--- config.mk ---
export PLATFORM = sky130hd
export DESIGN_NAME = prefix_state_decoder
export DESIGN_NICKNAME = d
export VERILOG_FILES = /design/src/rtl/psd_pkg.sv /design/src/rtl/psd_byte_classify.sv /design/src/rtl/psd_prefix_fsm.sv /design/src/rtl/psd_issue_reg.sv /design/src/rtl/prefix_state_decoder.sv
export SDC_FILE = /design/constraint.sdc
export NUM_CORES = 1
export LEC_CHECK = 0
export ABC_AREA = 1
export ABC_CLOCK_PERIOD_IN_PS = 2750
export BUFFER_PORTS_ARGS = -buffer_cell sky130_fd_sc_hd__clkbuf_2
export CORE_MARGIN = 4
export CORE_UTILIZATION = 45
export CTS_CLUSTER_DIAMETER = 60
export CTS_CLUSTER_SIZE = 20
export DETAILED_ROUTE_END_ITERATION = 10
export GPL_TIMING_DRIVEN = 0
export PLACE_DENSITY_LB_ADDON = 0.3
export SLEW_MARGIN = 20
export SYNTH_ARGS = -nofsm -noshare
export SYNTH_HDL_FRONTEND = slang
export SYNTH_SLANG_ARGS = --single-unit
--- constraint.sdc ---
create_clock -name clk -period 2.75 [get_ports clk]
set_input_delay 0.1375 -clock clk [delete_from_list [all_inputs] [get_ports clk]]
set_output_delay 0.1375 -clock clk [all_outputs]
set_load 0.02 [all_outputs]
--- src/rtl/psd_pkg.sv ---
package psd_pkg;

    typedef enum logic [2:0] {
        BC_ALT,
        BC_FROM,
        BC_TO,
        BC_WITH,
        BC_PLAIN
    } byte_class_e;

    typedef enum logic [1:0] {
        ST_IDLE,
        ST_ARMED,
        ST_BOUND
    } pfx_state_e;

endpackage

--- src/rtl/psd_byte_classify.sv ---
module psd_byte_classify
    import psd_pkg::*;
#(
    parameter int IDX_W = 4
) (
    input  logic [2*IDX_W-1:0] byte_i,
    output byte_class_e        cls_o,
    output logic [IDX_W-1:0]   idx_o,
    output logic [1:0]         alt_set_o
);
    localparam int BYTE_W = 2 * IDX_W;
    localparam logic [IDX_W-1:0] HI_TO   = IDX_W'(1);
    localparam logic [IDX_W-1:0] HI_WITH = IDX_W'(2);
    localparam logic [IDX_W-1:0] HI_ALT  = IDX_W'(3);
    localparam logic [IDX_W-1:0] HI_FROM = IDX_W'(11);
    localparam logic [IDX_W-1:0] LO_ALT1 = IDX_W'(13);
    localparam logic [IDX_W-1:0] LO_ALT2 = IDX_W'(14);
    localparam logic [IDX_W-1:0] LO_ALT3 = IDX_W'(15);

    logic [IDX_W-1:0] hi;
    logic [IDX_W-1:0] lo;

    always_comb begin
        hi        = byte_i[BYTE_W-1:IDX_W];
        lo        = byte_i[IDX_W-1:0];
        idx_o     = lo;
        alt_set_o = 2'b00;
        cls_o     = BC_PLAIN;
        if (hi == HI_ALT && (lo == LO_ALT1 || lo == LO_ALT2 || lo == LO_ALT3)) begin
            cls_o     = BC_ALT;
            alt_set_o = {(lo == LO_ALT2 || lo == LO_ALT3), (lo == LO_ALT1 || lo == LO_ALT3)};
        end else if (hi == HI_FROM) begin
            cls_o = BC_FROM;
        end else if (hi == HI_TO) begin
            cls_o = BC_TO;
        end else if (hi == HI_WITH) begin
            cls_o = BC_WITH;
        end
    end

endmodule

--- src/rtl/psd_prefix_fsm.sv ---
module psd_prefix_fsm
    import psd_pkg::*;
#(
    parameter int IDX_W = 4
) (
    input  logic             clk,
    input  logic             rst_n,
    input  logic             in_valid,
    input  byte_class_e      in_cls,
    input  logic [IDX_W-1:0] in_idx,
    input  logic [1:0]       in_alt_set,
    output logic             emit_o,
    output logic             emit_move_o,
    output logic             emit_flags_o,
    output logic [IDX_W-1:0] emit_src_o,
    output logic [IDX_W-1:0] emit_dst_o,
    output logic [1:0]       alt_o,
    output logic [IDX_W-1:0] src_o,
    output logic             bind_o
);
    pfx_state_e       state_q, state_n;
    logic [1:0]       alt_q, alt_n;
    logic [IDX_W-1:0] src_q, src_n;
    logic [IDX_W-1:0] dst_q, dst_n;

    always_ff @(posedge clk or negedge rst_n) begin
        if (!rst_n) begin
            state_q <= ST_IDLE;
            alt_q   <= '0;
            src_q   <= '0;
            dst_q   <= '0;
        end else begin
            state_q <= state_n;
            alt_q   <= alt_n;
            src_q   <= src_n;
            dst_q   <= dst_n;
        end
    end

    always_comb begin
        state_n      = state_q;
        alt_n        = alt_q;
        src_n        = src_q;
        dst_n        = dst_q;
        emit_o       = 1'b0;
        emit_move_o  = 1'b0;
        emit_flags_o = 1'b0;
        emit_src_o   = src_q;
        emit_dst_o   = dst_q;
        if (in_valid) begin
            unique case (in_cls)
                BC_ALT: begin
                    alt_n = alt_q | in_alt_set;
                    if (state_q == ST_IDLE) state_n = ST_ARMED;
                end
                BC_WITH: begin
                    src_n   = in_idx;
                    dst_n   = in_idx;
                    state_n = ST_BOUND;
                end
                BC_FROM, BC_TO: begin
                    if (state_q == ST_BOUND) begin
                        emit_o       = 1'b1;
                        emit_move_o  = 1'b1;
                        emit_flags_o = (in_cls == BC_FROM);
                        emit_dst_o   = in_idx;
                    end else begin
                        if (in_cls == BC_FROM) src_n = in_idx;
                        else                   dst_n = in_idx;
                        state_n = ST_ARMED;
                    end
                end
                BC_PLAIN: begin
                    emit_o = 1'b1;
                end
                default: ;
            endcase
            if (emit_o) begin
                state_n = ST_IDLE;
                alt_n   = '0;
                src_n   = '0;
                dst_n   = '0;
            end
        end
    end

    assign alt_o  = alt_q;
    assign src_o  = src_q;
    assign bind_o = (state_q == ST_BOUND);

    p_idle_clean_r1: assert property (@(posedge clk) disable iff (!rst_n)
        (state_q == ST_IDLE) |-> (alt_q == 2'b00 && src_q == '0 && dst_q == '0));

endmodule

--- src/rtl/psd_issue_reg.sv ---
module psd_issue_reg #(
    parameter int IDX_W = 4
) (
    input  logic               clk,
    input  logic               rst_n,
    input  logic               emit_i,
    input  logic [2*IDX_W-1:0] op_i,
    input  logic [1:0]         alt_i,
    input  logic [IDX_W-1:0]   src_i,
    input  logic [IDX_W-1:0]   dst_i,
    input  logic               move_i,
    input  logic               flags_i,
    output logic               valid_o,
    output logic [2*IDX_W-1:0] op_o,
    output logic [1:0]         alt_o,
    output logic [IDX_W-1:0]   src_o,
    output logic [IDX_W-1:0]   dst_o,
    output logic               move_o,
    output logic               flags_o
);
    always_ff @(posedge clk or negedge rst_n) begin
        if (!rst_n) begin
            valid_o <= 1'b0;
            op_o    <= '0;
            alt_o   <= '0;
            src_o   <= '0;
            dst_o   <= '0;
            move_o  <= 1'b0;
            flags_o <= 1'b0;
        end else begin
            valid_o <= emit_i;
            if (emit_i) begin
                op_o    <= op_i;
                alt_o   <= alt_i;
                src_o   <= src_i;
                dst_o   <= dst_i;
                move_o  <= move_i;
                flags_o <= flags_i;
            end
        end
    end

    p_flags_need_move_r7: assert property (@(posedge clk) disable iff (!rst_n)
        (valid_o && flags_o) |-> move_o);

endmodule

--- src/rtl/prefix_state_decoder.sv ---
module prefix_state_decoder
    import psd_pkg::*;
#(
    parameter int IDX_W = 4
) (
    input  logic               clk,
    input  logic               rst_n,
    input  logic               fetch_valid,
    input  logic [2*IDX_W-1:0] fetch_byte,
    output logic               instr_valid,
    output logic [2*IDX_W-1:0] instr_opcode,
    output logic [1:0]         instr_alt,
    output logic [IDX_W-1:0]   instr_src,
    output logic [IDX_W-1:0]   instr_dst,
    output logic               instr_is_move,
    output logic               instr_move_flags,
    output logic               mode_alt1,
    output logic               mode_alt2,
    output logic               mode_bind
);
    byte_class_e      cls;
    logic [IDX_W-1:0] idx;
    logic [1:0]       alt_set;
    logic             emit, emit_move, emit_flags;
    logic [IDX_W-1:0] emit_src, emit_dst, cur_src;
    logic [1:0]       cur_alt;

    psd_byte_classify #(.IDX_W(IDX_W)) u_cls (
        .byte_i    (fetch_byte),
        .cls_o     (cls),
        .idx_o     (idx),
        .alt_set_o (alt_set)
    );

    psd_prefix_fsm #(.IDX_W(IDX_W)) u_fsm (
        .clk          (clk),
        .rst_n        (rst_n),
        .in_valid     (fetch_valid),
        .in_cls       (cls),
        .in_idx       (idx),
        .in_alt_set   (alt_set),
        .emit_o       (emit),
        .emit_move_o  (emit_move),
        .emit_flags_o (emit_flags),
        .emit_src_o   (emit_src),
        .emit_dst_o   (emit_dst),
        .alt_o        (cur_alt),
        .src_o        (cur_src),
        .bind_o       (mode_bind)
    );

    psd_issue_reg #(.IDX_W(IDX_W)) u_issue (
        .clk     (clk),
        .rst_n   (rst_n),
        .emit_i  (emit),
        .op_i    (fetch_byte),
        .alt_i   (cur_alt),
        .src_i   (emit_src),
        .dst_i   (emit_dst),
        .move_i  (emit_move),
        .flags_i (emit_flags),
        .valid_o (instr_valid),
        .op_o    (instr_opcode),
        .alt_o   (instr_alt),
        .src_o   (instr_src),
        .dst_o   (instr_dst),
        .move_o  (instr_is_move),
        .flags_o (instr_move_flags)
    );

    assign mode_alt1 = cur_alt[0];
    assign mode_alt2 = cur_alt[1];

    p_prefix_silent_r2: assert property (@(posedge clk) disable iff (!rst_n)
        (fetch_valid && (cls == BC_ALT || cls == BC_WITH)) |=> !instr_valid);

    p_alt_keeps_r3: assert property (@(posedge clk) disable iff (!rst_n)
        (fetch_valid && cls == BC_ALT && mode_alt1) |=> mode_alt1);

    p_with_binds_r5: assert property (@(posedge clk) disable iff (!rst_n)
        (fetch_valid && cls == BC_WITH) |=> mode_bind);

    p_move_src_r6: assert property (@(posedge clk) disable iff (!rst_n)
        (fetch_valid && mode_bind && cls == BC_TO) |=>
        (instr_valid && instr_is_move && !instr_move_flags && instr_src == $past(cur_src)));

    p_clear_on_issue_r9: assert property (@(posedge clk) disable iff (!rst_n)
        instr_valid |-> (!mode_alt1 && !mode_alt2 && !mode_bind && cur_src == '0));

    p_idle_hold_r10: assert property (@(posedge clk) disable iff (!rst_n)
        !fetch_valid |=> (!instr_valid && $stable({mode_alt1, mode_alt2, mode_bind, cur_src})));

endmodule

==> impl_results.md <==
- Status: finished clean
- Number of synthesis warnings: 0
- Cts bufs inserted: 5
- Drt pass-1 iters: 4
- Initial antenna violation count: 0
- First-pass GRT wire length: between 6000 and 7000 um
- GR Overflow Total: 0
- Post-CTS setup buffer count: 0
- Synthesized cell area: ~0.0017 mm^2
- Worst Skew: between 7 and 8 ps
- Via count: 1,503
- Final worst path period share: between 50% and 60%
- Initial drt markers: 72
- CORE AREA: roughly 0.0035 mm^2
- Seq/Total Area, Yosys: 49.5%
- Final Wtd Congestion: roughly 0.89
- Avg Vias per Cell: 4.90
- Worst Tran Pin Value: around 800 ps
- Tmin final: about 1500 ps
- Synth cell types: 16
- Worst EP arrival: between 1500 and 2000 ps
- ANT cells: 0
- Setup crit start kind: register
- Crit-path leading delay family: simple AND/OR/NAND/NOR gates
- Num ports: 35
- CP peak stage delay: between 300 and 400 ps
- Most frequent CP cell: inv_1
- Routed WL per cell: ~12 um
- Die X: a little under 70 um
- Fin Setup TNS: 0 ps
- PwrDens: roughly 560 mW/mm^2
- Worst EP required: 2920 ps
- Die ar.: roughly 0.0047 mm^2
- Static Leak: between 0.001 and 0.0015 uW
- CTS resizes: 0
- Die Span Y: roughly 70 um
- Critical Path Fanout Max: 6
- Clock root buffer: clkbuf_8
- Max-cap violations: 0
- Area Overhead vs Synth: 19.4%
- Clock sink total: 33
- Yosys reg bits: 33
- CTS tree: done
- Top cells by area, synth: dfrtp_1, nand2_1, nand3_1
- Starting Density: between 40 and 50%
- Post-Synthesis Cells: 219
- EDFF count, synth: 0
- Avg Cell Area, Syn: roughly 7.6 um^2
- Std-Cell Rows: 21
- Share of post-route cells with drive strength above 1: a little over a fifth
- Final hold violation count: 0
- I/O Buffers: 34
- H-tree levels: 2
- Final Max Slew Viols: 0
- CTS Buffer Depth: 2
- Crit-path cells: inv_1 > nand2_2 > inv_1 > nor2_1 > nor2_1 > inv_1 > nand2_1 > nand2_1
- Routed WL: between 3000 and 4000 um
- Async set or reset register ratio after synthesis: 100%
- Setup Viol. Count Final: 0
- Overall Power: about 1100 uW
- Routed Antenna Nets: 0
- Worst hold path class: input pin to register
- Pin count of the biggest net entering global routing: 34
- Commonest cells post-synth: nand2_1, dfrtp_1, nand3_1, inv_1, nor2_1
- Syn nets: 230
- Critical Path End Type: register
- Cell with the most instances after synthesis: nand2_1
- DRC: 0
- DP Wirelength: 2750 um
- Worst skew pair latency: approximately 280 ps
- CP Class: register to register
- Yosys top cell by area: dfrtp_1
- Crit path buf inv count: 3
- Unrepaired setup endpoints after global routing: no
- Final Net Count: 272
- Yosys top cell area share: approximately half
- Prevailing post-synth register cell: dfrtp_1
- Gr usage total: between 10% and 20%
- Max_slew headroom: between 40% and 50%
- Vias in the first global route: about 1,400
- Clk pin slew, worst setup/hold paths: about 70 ps
- Fmax: between 0.6 and 0.7 GHz
- Peak supply drop: roughly 300 uV
- Worst path slowest cell: dfrtp_1
[worst min-delay path: stages]
cell	delay (ps)
clkbuf_2	100
nand3_1	70
nand2_1	50
[final timing paths]
| kind | slack, ps | end | cells after the start | start |
|---|---|---|---|---|
| setup reg to reg | 1200 | u_fsm.emit_src_o[3] | 8 | u_fsm.state_q[0] |
| max in group asynchronous | 1770 | u_issue.dst_o[2] | 2 | rst_n |
| hold / removal | 110 | u_issue.op_o[4] | 3 | fetch_byte[4] |
| hold reg to reg | 470 | u_issue.op_o[6] | 2 | u_issue.op_o[6] |
| min in group asynchronous | 470 | u_issue.op_o[4] | 2 | rst_n |
| setup / recovery | 1200 | u_fsm.emit_src_o[3] | 8 | u_fsm.state_q[0] |
[registers in the layout, summed over array words and instances, names as in the netlist]
| name | cells |
|---|---|
| u_fsm.emit_src_o | 4 |
| u_issue.alt_o | 2 |
| u_issue.src_o | 4 |
| u_issue.valid_o | 1 |
| u_issue.op_o | 8 |
| u_issue.dst_o | 4 |
| u_fsm.dst_q | 4 |
| u_issue.move_o | 1 |
| u_issue.flags_o | 1 |
| u_fsm.state_q | 2 |
| u_fsm.alt_o | 2 |
[kinds of logic after synthesis]
group                  count (synthesis)  synth area share (%)
and+or+nand+nor                      157                  41.7
DFF                                   33                  49.5
buffers and inverters                 23                  6.75
AOI/OAI and AO/OA                      6                  2.10
[cell usage in the layout (no fill, tap or decap), drive strengths merged]
| cell type | n |
|---|---|
| o21a | 2 |
| o21ai | 3 |
| nand2 | 109 |
| a21oi | 1 |
| dlygate4sd3 | 1 |
| inv | 16 |
| clkbuf | 43 |
| dfrtp | 33 |
| buf | 5 |
| nor2 | 15 |
| nand3 | 33 |
[power breakdown]
group,switching (uW),total [uW],internal [uW]
Combinational,138,205,66.5
Sequential,23.2,546,523
Clock,161,359,198
[cell type report]
cell class                      instances  area, um^2
Multi-Input combinational cell        163         731
Sequential cell                        33         826
Timing Repair Buffer                   35         180
Tap cell                               46        57.6
Fill cell                             346        1480
Buffer                                  7        52.6
Clock buffer                            7        86.3
Inverter                               16        60.1
[per-layer routing]
| metal | up-vias | track usage (%) | wire length, um |
|---|---|---|---|
| met5 | - | 0 | 0 |
| met4 | 0 | 6.81 | 57 |
| met3 | 7 | 4.38 | 215 |
| met2 | 34 | 28.5 | 1620 |
| met1 | 704 | 22.8 | 1770 |
| li1 | 758 | - | - |
[per-stage QoR]
step	hold slack [ps]	instance area [um^2]	instances	util [%]	worst slack, ps
after CTS	105	1990	307	57.5	1200
after global routing	129	1990	307	57.5	1060
after global placement	262	1900	299	54.7	1230
after floorplan	-158	1670	219	-	1320
after detailed placement	256	1900	299	54.7	1220
final	109	1990	307	57.5	1200
[what timing repair did]
action / CTS / global route
endpoints found under the setup margin: 0 / 0
hold buffers: 1 / 0
endpoints found under the hold margin: 33 / 0
Power figures use the tool's default switching activity.
